## src/rtl/uart_de_pkg.sv

```systemverilog
package uart_de_pkg;

  typedef enum logic [2:0] {
    ST_IDLE,
    ST_LEAD,
    ST_START,
    ST_DATA,
    ST_PAR,
    ST_STOP,
    ST_TAIL
  } tx_state_e;

  // Number of stop bits chosen by the stop-count control.
  function automatic int unsigned stop_bits(input logic two);
    return two ? 2 : 1;
  endfunction

  // Parity bit that makes the ones count even (odd=0) or odd (odd=1).
  function automatic logic frame_parity(input logic [63:0] v, input logic odd);
    return (^v) ^ odd;
  endfunction

  // Bits in one frame, start to last stop.
  function automatic int unsigned frame_bits(input int unsigned dw, input logic pen,
                                             input logic two);
    return 1 + dw + (pen ? 1 : 0) + stop_bits(two);
  endfunction

endpackage

```

## src/rtl/uart_de_holdreg.sv

```systemverilog
module uart_de_holdreg #(
  parameter int DATA_W = 8
) (
  input  logic              clk,
  input  logic              rst_n,
  input  logic              wr_stb,
  input  logic [DATA_W-1:0] wr_data,
  input  logic              load_evt,
  output logic [DATA_W-1:0] tdr_o,
  output logic              empty_o
);

  logic [DATA_W-1:0] tdr_q;
  logic              full_q;

  // A write wins over a transfer on the same edge: the shifter takes the old
  // byte and the new one stays pending.
  always_ff @(posedge clk or negedge rst_n) begin
    if (!rst_n) begin
      tdr_q  <= '0;
      full_q <= 1'b0;
    end else if (wr_stb) begin
      tdr_q  <= wr_data;
      full_q <= 1'b1;
    end else if (load_evt) begin
      full_q <= 1'b0;
    end
  end

  assign tdr_o   = tdr_q;
  assign empty_o = !full_q;

  a_r7_write_clears: assert property (@(posedge clk) disable iff (!rst_n)
    wr_stb |=> !empty_o);

  a_r7_empty_rise_on_load: assert property (@(posedge clk) disable iff (!rst_n)
    $rose(empty_o) |-> $past(load_evt));

endmodule

```

## src/rtl/uart_de_seq.sv

```systemverilog
module uart_de_seq
  import uart_de_pkg::*;
#(
  parameter int DATA_W     = 8,
  parameter int LEAD_TICKS = 2
) (
  input  logic              clk,
  input  logic              rst_n,
  input  logic              tx_en,
  input  logic              baud_tick,
  input  logic              pending,
  input  logic [DATA_W-1:0] tdr_data,
  input  logic              par_en,
  input  logic              par_odd,
  input  logic              two_stop,
  output logic              load_evt,
  output logic              frame_end_evt,
  output logic              txd_o,
  output logic              de_on
);

  localparam int CW = $clog2(DATA_W + LEAD_TICKS + 2);

  tx_state_e         state_q, state_d;
  logic [CW-1:0]     cnt_q, cnt_d;
  logic [DATA_W-1:0] sh_q, sh_d;
  logic              par_q, par_d;
  logic              step;
  logic              last_lead, last_data, last_stop;

  assign step      = tx_en && baud_tick;
  assign last_lead = (cnt_q == CW'(LEAD_TICKS - 1));
  assign last_data = (cnt_q == CW'(DATA_W - 1));
  assign last_stop = (cnt_q == CW'(stop_bits(two_stop) - 1));

  assign load_evt      = step && (state_q == ST_START);
  assign frame_end_evt = step && (state_q == ST_STOP) && last_stop;

  always_comb begin
    state_d = state_q;
    cnt_d   = cnt_q;
    sh_d    = sh_q;
    par_d   = par_q;
    if (!tx_en) begin
      state_d = ST_IDLE;
      cnt_d   = '0;
    end else begin
      unique case (state_q)
        ST_IDLE: begin
          if (pending) begin
            state_d = ST_LEAD;
            cnt_d   = '0;
          end
        end
        ST_LEAD: begin
          if (baud_tick) begin
            if (last_lead) begin
              state_d = ST_START;
              cnt_d   = '0;
            end else begin
              cnt_d = cnt_q + 1'b1;
            end
          end
        end
        ST_START: begin
          if (baud_tick) begin
            state_d = ST_DATA;
            cnt_d   = '0;
            sh_d    = tdr_data;
            par_d   = frame_parity(64'(tdr_data), par_odd);
          end
        end
        ST_DATA: begin
          if (baud_tick) begin
            sh_d = sh_q >> 1;
            if (last_data) begin
              state_d = par_en ? ST_PAR : ST_STOP;
              cnt_d   = '0;
            end else begin
              cnt_d = cnt_q + 1'b1;
            end
          end
        end
        ST_PAR: begin
          if (baud_tick) begin
            state_d = ST_STOP;
            cnt_d   = '0;
          end
        end
        ST_STOP: begin
          if (baud_tick) begin
            if (last_stop) begin
              state_d = pending ? ST_START : ST_TAIL;
              cnt_d   = '0;
            end else begin
              cnt_d = cnt_q + 1'b1;
            end
          end
        end
        ST_TAIL: begin
          state_d = pending ? ST_LEAD : ST_IDLE;
          cnt_d   = '0;
        end
        default: begin
          state_d = ST_IDLE;
          cnt_d   = '0;
        end
      endcase
    end
  end

  always_ff @(posedge clk or negedge rst_n) begin
    if (!rst_n) begin
      state_q <= ST_IDLE;
      cnt_q   <= '0;
      sh_q    <= '0;
      par_q   <= 1'b0;
    end else begin
      state_q <= state_d;
      cnt_q   <= cnt_d;
      sh_q    <= sh_d;
      par_q   <= par_d;
    end
  end

  always_comb begin
    unique case (state_q)
      ST_START: txd_o = 1'b0;
      ST_DATA:  txd_o = sh_q[0];
      ST_PAR:   txd_o = par_q;
      default:  txd_o = 1'b1;
    endcase
  end

  assign de_on = (state_q != ST_IDLE);

  a_r1_line_moves_on_tick: assert property (@(posedge clk) disable iff (!rst_n)
    $fell(txd_o) |-> $past(baud_tick));

  a_r4_de_drop_after_stop: assert property (@(posedge clk) disable iff (!rst_n)
    $fell(de_on) |-> ($past(frame_end_evt, 2) || !$past(tx_en)));

  a_r5_back_to_back: assert property (@(posedge clk) disable iff (!rst_n)
    (frame_end_evt && pending) |=> (de_on && !txd_o));

  a_r10_disabled_idle: assert property (@(posedge clk) disable iff (!rst_n)
    !tx_en |=> (txd_o && !de_on));

endmodule

```

## src/rtl/uart_de_pins.sv

```systemverilog
module uart_de_pins (
  input  logic de_on,
  input  logic de_act_low,
  input  logic empty,
  input  logic tx_en,
  output logic de_o,
  output logic irq_o
);

  assign de_o  = de_on ^ de_act_low;
  assign irq_o = empty && tx_en;

endmodule

```

## src/rtl/uart_de_tx.sv

```systemverilog
module uart_de_tx #(
  parameter int DATA_W     = 8,
  parameter int LEAD_TICKS = 2
) (
  input  logic              clk,
  input  logic              rst_n,
  input  logic              tx_en,
  input  logic              baud_tick,
  input  logic              wr_stb,
  input  logic [DATA_W-1:0] wr_data,
  input  logic              par_en,
  input  logic              par_odd,
  input  logic              two_stop,
  input  logic              de_act_low,
  output logic              txd,
  output logic              de,
  output logic              tdr_empty,
  output logic              tx_irq
);

  logic [DATA_W-1:0] tdr_data;
  logic              load_evt;
  logic              frame_end_evt;
  logic              de_on;

  uart_de_holdreg #(.DATA_W(DATA_W)) u_hold (
    .clk      (clk),
    .rst_n    (rst_n),
    .wr_stb   (wr_stb),
    .wr_data  (wr_data),
    .load_evt (load_evt),
    .tdr_o    (tdr_data),
    .empty_o  (tdr_empty)
  );

  uart_de_seq #(.DATA_W(DATA_W), .LEAD_TICKS(LEAD_TICKS)) u_seq (
    .clk           (clk),
    .rst_n         (rst_n),
    .tx_en         (tx_en),
    .baud_tick     (baud_tick),
    .pending       (!tdr_empty),
    .tdr_data      (tdr_data),
    .par_en        (par_en),
    .par_odd       (par_odd),
    .two_stop      (two_stop),
    .load_evt      (load_evt),
    .frame_end_evt (frame_end_evt),
    .txd_o         (txd),
    .de_on         (de_on)
  );

  uart_de_pins u_pins (
    .de_on      (de_on),
    .de_act_low (de_act_low),
    .empty      (tdr_empty),
    .tx_en      (tx_en),
    .de_o       (de),
    .irq_o      (tx_irq)
  );

  a_r8_irq_drops_on_write: assert property (@(posedge clk) disable iff (!rst_n)
    wr_stb |=> !tx_irq);

endmodule

```

## config.mk

```make
export PLATFORM = sky130hd
export DESIGN_NAME = uart_de_tx
export DESIGN_NICKNAME = d
export VERILOG_FILES = /design/src/rtl/uart_de_pkg.sv /design/src/rtl/uart_de_holdreg.sv /design/src/rtl/uart_de_seq.sv /design/src/rtl/uart_de_pins.sv /design/src/rtl/uart_de_tx.sv
export SDC_FILE = /design/constraint.sdc
export NUM_CORES = 1
export LEC_CHECK = 0
export ABC_CLOCK_PERIOD_IN_PS = 4400
export CORE_MARGIN = 2
export CORE_UTILIZATION = 49
export CTS_CLUSTER_SIZE = 14
export DETAILED_ROUTE_END_ITERATION = 8
export GPL_ROUTABILITY_DRIVEN = 0
export PLACE_DENSITY_LB_ADDON = 0.08
export SYNTH_ARGS = -nofsm -noshare
export SYNTH_HDL_FRONTEND = slang
export SYNTH_SLANG_ARGS = --single-unit
```

## constraint.sdc

```tcl
create_clock -name clk -period 4.4 [get_ports clk]
set_clock_uncertainty 0.2 [all_clocks]
set_input_delay 0.44 -clock clk [delete_from_list [all_inputs] [get_ports clk]]
set_output_delay 0.44 -clock clk [all_outputs]
set_load 0.01 [all_outputs]
```

Yosys cells after proc, flatten, opt, wreduce, memory -nomap -nowiden

Index checks and enable logic that the tools add are counted.

Register bits after elaboration: 25
Latch bits: 0
Bits in writable memories: 0
Bits in read-only memories: 0
Input bits: 17
Output and inout port bits: 4
Memories kept: 0

Add/subtract/negate cells: 2
$mul: 0
Div/mod/pow operators: 0
Order comparisons: 0
Equality and inequality tests: 21
Shift-type cells: 0
Muxes and demuxes: 31
Bitwise logic cells: 2
Reduce and logical (&&, ||, !) cells: 14

Operators with widths:

| kind                                                                | number |
|---|---|
| 64-bit parity                                                       | 1 |
| 4-bit two-way mux                                                   | 9 |
| 3-bit two-way mux                                                   | 11 |
| 3-bit case mux with 7 select lines                                  | 1 |
| 4-bit case mux with 5 select lines                                  | 1 |
| 3-bit != test (second input constant)                               | 6 |
| 8-bit two-way mux                                                   | 2 |
| 8-bit case mux with 2 select lines                                  | 1 |
| 3-bit by 2-bit != test with 1-bit output (second input constant)    | 4 |
| 3-bit == test (second input constant)                               | 3 |
| 9-bit AND reduction                                                 | 1 |
| 3-bit by 2-bit == test with 1-bit output (second input constant)    | 2 |
| 5-bit AND reduction                                                 | 1 |
| 4-bit by 1-bit adder with 4-bit output (second input constant)      | 1 |
| 4-bit by 1-bit == test with 1-bit output (second input constant)    | 1 |
| 4-bit by 3-bit == test with 1-bit output (second input constant)    | 1 |
| 4-bit == test                                                       | 1 |
| 1-bit two-way mux                                                   | 4 |
| 2-bit != test (second input constant)                               | 2 |
| 4-bit AND reduction                                                 | 1 |
| 2-bit nonzero test                                                  | 2 |
| 4-bit by 1-bit subtractor with 4-bit output (second input constant) | 1 |
| 3-bit by 1-bit == test with 1-bit output (second input constant)    | 1 |
| 1-bit logical AND                                                   | 3 |
| other kinds (8)                                                     | 9 |

Depth between registers and ports, before layout

Gate-level depths: netlist (run 1).

Depth after elaboration: 7
Gate-level depth with buffers: 6
Gate-level depth less buffers: 6

Modules after synthesis

Synthesis (run 1) repeated with hierarchy kept, for this count alone.

Cell total of the unflattened synthesis: 138
Area, all modules: 1,391.3 um^2

Modules (own cells, without submodules):

| module          | times used | cells each | area each (um^2) |
|---|---|---|---|
| uart_de_seq     | 1          | 115        | 1,004.7 |
| uart_de_holdreg | 1          | 20         | 367.9 |
| uart_de_pins    | 1          | 2          | 15.0 |
| uart_de_tx      | 1          | 1          | 3.8 |

Worst setup path before layout (run 1)

OpenSTA, ideal clock, no wires.

Path kind: reg-to-output
Start point: register u_seq.state_q[0]
End point: output port de
Data arrival time: 1,164 ps
Setup slack: 2,596 ps
Cell stages (with the launch flop): 5
Cells stage by stage: dfrtp_1 -> clkbuf_1 -> clkbuf_1 -> nor3_1 -> xnor2_1

Cells in the longest elaborated chain, start to end: 2

RTL lines:

| item                   | RTL line           | source |
|---|---|---|
| start, declared        | uart_de_seq.sv:24  | `tx_state_e state_q, state_d;` |
| start signal, assigned | uart_de_seq.sv:119 | `state_q <= state_d;` |
| 3-bit nonzero test     | uart_de_seq.sv:135 | `assign de_on = (state_q != ST_IDLE);` |
| 1-bit bitwise XOR      | uart_de_pins.sv:10 | `assign de_o = de_on ^ de_act_low;` |
| end, declared          | uart_de_tx.sv:16   | `output logic de,` |

No other way between the ends.

Worst setup path in the final report (run 1)

Start point: register u_seq.state_q[1]
End point: output port txd

Cells in the longest elaborated chain, start to end: 2
Elaborated cells between the ends (all ways): 4
Classes of those cells: eq/ne: 3; mux: 1

RTL lines:

| item                                                                             | RTL line           | source |
|---|---|---|
| 3-bit == test / 3-bit by 2-bit == test with 1-bit output (equally long branches) | uart_de_seq.sv:127 | `unique case (state_q)` |
| 1-bit case mux with 3 select lines (*)                                           | uart_de_seq.sv:127 |  |
| end, declared                                                                    | uart_de_tx.sv:15   | `output logic txd,` |

Every way passes the cells marked *; elsewhere a longest branch is shown, timed or not.

==> results.ini, run 1 <==
[placement]
portBuffers = 20
dpl_cell_area_um2 = 1694
dp_slack_ns = 1.866
hpwl_um = 2064
dp.cells = 185

[sta]
fin_ws_ns = 1.758
slew_violations = 0
rsz0062_at_grt = no
maxSlewHeadroom_pct = 27.18
hold_viol_final = 0
period_minus_slack_ns = 2.642
timing.final.crit_share_pct = 60.04
setup-tns-final_ns = 0
tightest_slew_ns = 1.089
fmax_mhz = 378.6
setup_viol = 0

[critical_path]
cp-start-kind = flop
worstPathMaxFanout = 12
cp.arrival_ns = 2.00
crit_required_ns = 3.76
cp-end-kind = primary output
r2r_slack_ns = 2.06
crit_type = reg2out

[clocking]
htreeDepth = 1
clk_latency_ns = 0.31
cts_setup_buffers = 0
postCtsResizedCells = 0
cts_tree = done
cts_buffer_depth = 2
cts.sinks = 25
cts_made_buffers = 3
clockRootBuffer = clkbuf_4
holdBufCountCts = 0
clk_pin_slew_ns = 0.12

[synth]
yosysMostFrequentCell = dfrtp_1
synth_top_area_cell = dfrtp_1
synth_nets = 159
synth_common_cells = dfrtp_1, o21ai_0, nand2_1, mux2i_1, mux2_2
ys_warn_count = 0
ys_seq_area_share_pct = 41.98
yosysUniqueCellTypes = 41
syn_area_per_cell_um2 = 10.64
synth_seq_cells = 25
synth_ff_type = dfrtp_1
netlist_instances = 140
async_reset_ff_share_pct = 100.0
synth_edf_count = 0
netlist.area_leader.share_pct = 41.98
synth_area_leaders = dfrtp_1, mux2i_1, mux2_2, o21ai_0, xnor2_1
netlist_area_um2 = 1490

[route]
drtPass1Iterations = 4
drt-initial-drc-count = 53
totalWireLength_um = 2777
drc = 0
ant_nets = 0
wl_per_cell_um = 14.69
via_per_inst = 5.799
routed-via-count = 1096

[grt]
track_usage_pct = 18.50
grt_overflow = 0
grt_start_max_net_pins = 26
grt_pass1_vias = 1159
antenna_found_initial = 0
grt_first_pass_wirelength_um = 4905

[floorplan]
die_h_um = 59.15
die_x_um = 59.15
core_um2 = 2978
start_util_pct = 50.04
ios = 21
num_rows = 20
die_area_um2 = 3498

[power_and_ir_drop]
p_leak_nw = 0.7265
peakVddDrop_v = 0.0002201
power_density_nw_per_um2 = 398.8

[outcome]
status = finished clean

[final_layout]
stdcell_area_um2 = 1720
drive_above_1_share_pct = 11.54
antenna_cells = 0
fin_nets = 176
finalCoreUtilization_pct = 57.77
area_growth_syn_to_layout_pct = 15.45
final_cells = 189

[run]
maxCapViolCount = 0

[min_path]
worstHoldPathType = reg2reg

[flip-flops by register name (all words and copies together) (netlist names)]
| signal | cells |
|---|---|
| u_hold.tdr_o | 8 |
| u_seq.sh_q | 8 |
| u_seq.cnt_q | 4 |
| u_seq.state_q | 3 |
| u_hold.full_q | 1 |
| u_seq.par_q | 1 |
[where the power goes]
group          switching [mW]  internal (mW)
Combinational           0.116          0.129
Clock                  0.0633         0.0354
Sequential             0.0601          0.282
Total                   0.240          0.446
[stage by stage]
stage          hold WS [ns]  power, mW
3_3_place_gp         0.2632     0.5851
3_5_place_dp         0.2714     0.5943
5_1_grt              0.3543     0.7399
4_1_cts              0.3021     0.6945
2_1_floorplan      -0.05559     0.5203
6_report             0.2991     0.6861
[cells in the final DEF (no fill, tap or decap), types with 2 or more instances in the layout]
cell type and count:
nand3_1 2, xor2_1 2, a21oi_1 2, dfrtp_1 25
ha_1 2, o21ai_0 16, nor2_1 3, clkdlybuf4s50_1 20
mux2i_1 9, xnor2_1 6, nor2b_1 6, nor4b_4 2
clkbuf_4 3, o31ai_1 3, nand4_1 2, inv_1 5
nor3_1 2, nand2_1 13, nand3b_1 2, mux2_2 8
o2111ai_1 3, o211ai_1 2
[per-layer routing]
| metal | vias to the layer above | routed length (um) | global-route usage [%] |
|---|---|---|---|
| met5 | - | 0 | 0 |
| met4 | 0 | 60 | 7.143 |
| met3 | 8 | 60 | 2.838 |
| met2 | 17 | 1390 | 32.70 |
| met1 | 525 | 1266 | 22.57 |
| li1 | 546 | - | - |
[cells by family after synthesis]
logic type,after synthesis,synth area share (%)
DFF,25,41.98
buffers and inverters,13,3.778
adders and majority gates,2,1.679
and+or+nand+nor,38,16.54
xor gates and xnor gates,9,6.213
muxes,17,12.09
AOI/OAI and AO/OA,36,17.72
[critical path: stages, from the launching register on]
cell and delay [ns]:
dfrtp_1 0.64, nor2b_1 0.43, a21oi_1 0.12, clkdlybuf4s50_1 0.50
[final timing paths]
kind                                   from              to  cells after the start
hold reg to reg               u_seq.sh_q[0]   u_seq.sh_q[0]                      2
setup reg to reg           u_seq.state_q[0]  u_seq.cnt_q[0]                      4
min in group asynchronous             rst_n   u_seq.sh_q[5]                      1
setup / recovery           u_seq.state_q[1]             txd                      3
hold / removal                u_seq.sh_q[0]   u_seq.sh_q[0]                      2
max in group asynchronous             rst_n  u_seq.cnt_q[2]                      1
[cell type report]
cell class / count / area, um^2
Sequential cell: 25 / 625.6
Multi-Input combinational cell: 102 / 808.3
Clock buffer: 4 / 26.28
Timing Repair Buffer: 20 / 200.2
Inverter: 5 / 18.77
Tap cell: 33 / 41.29
Fill cell: 267 / 1257
Power figures use the tool's default switching activity.
==> run 2: changes to the inputs <==
Settings changed: ABC_CLOCK_PERIOD_IN_PS 4400 to 2500.
Clock period 4.4 ns to 2.5 ns, I/O delays scaled along.
==> run 2 against run 1 <==
Compared with the run above: global-route usage up 0.30 points; via count up 3.3%; register-to-register slack worse by 1.6 ns; largest cell class unchanged; total power up 78%; first-iteration DRC count down 15%.
==> results.ini, run 2 (synthesized netlist as in run 1, its figures left out) <==
[power_and_ir_drop]
power_density_nw_per_um2 = 698.6
p_comb_share_pct = 35.9
p_seq_share_pct = 49.6
power.share.switching_pct = 35.12
power.share.clock_pct = 14.6
p_int_mw = 0.7917
power_mw = 1.220
peakVddDrop_v = 0.0003646
power_switching_mw = 0.4285
p_leak_nw = 0.7391

[final_layout]
drive_above_1_share_pct = 14.47
antenna_cells = 0
most-common-layout-cells = dfrtp_1, clkdlybuf4s50_1, o21ai_0
fin_nets = 179
stdcell_area_um2 = 1747
layout_commonest_cell = dfrtp_1
finalCoreUtilization_pct = 58.66
final_cells = 192
area_growth_syn_to_layout_pct = 17.21

[grt]
grt_util_met3_pct = 1.965
grt_first_pass_wirelength_um = 4961
use_met1_pct = 21.91
grt_pass1_vias = 1135
grt_start_max_net_pins = 26
antenna_found_initial = 0
grt_overflow = 0
track_usage_pct = 18.79
gr-usage-met2_pct = 35.24
grt.busiest_layer = met2

[critical_path]
r2r-end = u_seq.state_q[0]
worstPathMaxFanout = 12
cp-start-kind = flop
reg2reg_depth = 4
cp-end-kind = primary output
r2r_slack_ns = 0.49
crit_required_ns = 2.05
crit_path_end = txd
worstSetupStartpoint = u_seq.state_q[1]
cp.arrival_ns = 1.88
r2r_start = u_seq.state_q[2]
crit_type = reg2out

[sta]
hold_viol_final = 0
fin_ws_ns = 0.1713
setup_viol = 0
slew_violations = 0
fmax_mhz = 429.4
timing.final.crit_share_pct = 93.15
period_minus_slack_ns = 2.329
rsz0062_at_grt = no
hold_ws_ns = 0.07489
setup-tns-final_ns = 0
maxSlewHeadroom_pct = 69.08
tightest_slew_ns = 0.4605

[clocking]
htreeDepth = 1
cts.sinks = 25
cts_buffer_depth = 2
clk_latency_ns = 0.31
holdBufCountCts = 0
cts_made_buffers = 3
cts_tree = done
clockRootBuffer = clkbuf_4
clk_pin_slew_ns = 0.13

[floorplan]
core_um2 = 2978
die_x_um = 59.15
start_util_pct = 50.04
num_rows = 20
die_area_um2 = 3498
die_h_um = 59.15
ios = 21

[placement]
portBuffers = 20
dp.cells = 188
hpwl_um = 2214
dp_slack_ns = 0.4271
dpl_cell_area_um2 = 1717

[outcome]
status = finished clean

[run]
maxCapViolCount = 0

[route]
via_per_inst = 5.896
routed-via-count = 1132
ant_nets = 0
totalWireLength_um = 2914
drc = 0
drt-initial-drc-count = 45
wl_per_cell_um = 15.18
drtPass1Iterations = 4

[min_path]
worstHoldPathType = in2async

run 2: cell types whose count changed in the layout (fill, tap and decap cells not counted):
cell,delta
buf_4,+3
nor2b_2,+1
nor2b_1,-1
dfrtp_1,-1
dfrtp_2,+1
run 2: cell type report:
cell class,instances,area (um^2)
clock buffers,4,26.28
fillers,261,1231
flip-flops and latches,25,626.9
well taps,33,41.29
inverters,5,18.77
repair buffers,23,222.7
multi-input cells,102,810.8
run 2: how the worst min path moves through the flow:
stage	depth (start not counted)	from	slack (ns)	end
2_1_floorplan	0	rst_n	-0.25	u_hold.full_q
3_3_place_gp	2	u_seq.sh_q[0]	0.26	u_seq.sh_q[0]
3_5_place_dp	2	u_seq.sh_q[0]	0.27	u_seq.sh_q[0]
4_1_cts	2	rst_n	0.08	u_hold.tdr_o[5]
5_1_grt	2	rst_n	0.12	u_seq.cnt_q[2]
6_report	2	rst_n	0.07	u_hold.tdr_o[6]
run 2: timing repair:
| action | CTS | global route |
|---|---|---|
| gates resized for setup | 0 | 2 |
| setup endpoints to repair | 0 | 2 |
| setup buffers | 0 | 0 |
run 2: worst max-delay path, stage by stage (launching register included):
cell	delay, ns
dfrtp_1	0.63
nor2b_2	0.35
a21oi_1	0.10
clkdlybuf4s50_1	0.48
run 2: layer usage:
layer / vias up / part of all wire (%)
li1: 548 / -
met1: 557 / 45
met2: 25 / 52
met3: 2 / 2.5
met4: 0 / 0.65
met5: - / 0
run 2: power by group through the flow:
stage	clock network, mW	registers (mW)	logic [mW]
4_1_cts	0.188	0.601	0.441
3_3_place_gp	0	0.606	0.428
2_1_floorplan	0	0.552	0.364
5_1_grt	0.199	0.622	0.483
3_5_place_dp	0	0.610	0.440
6_report	0.178	0.605	0.438
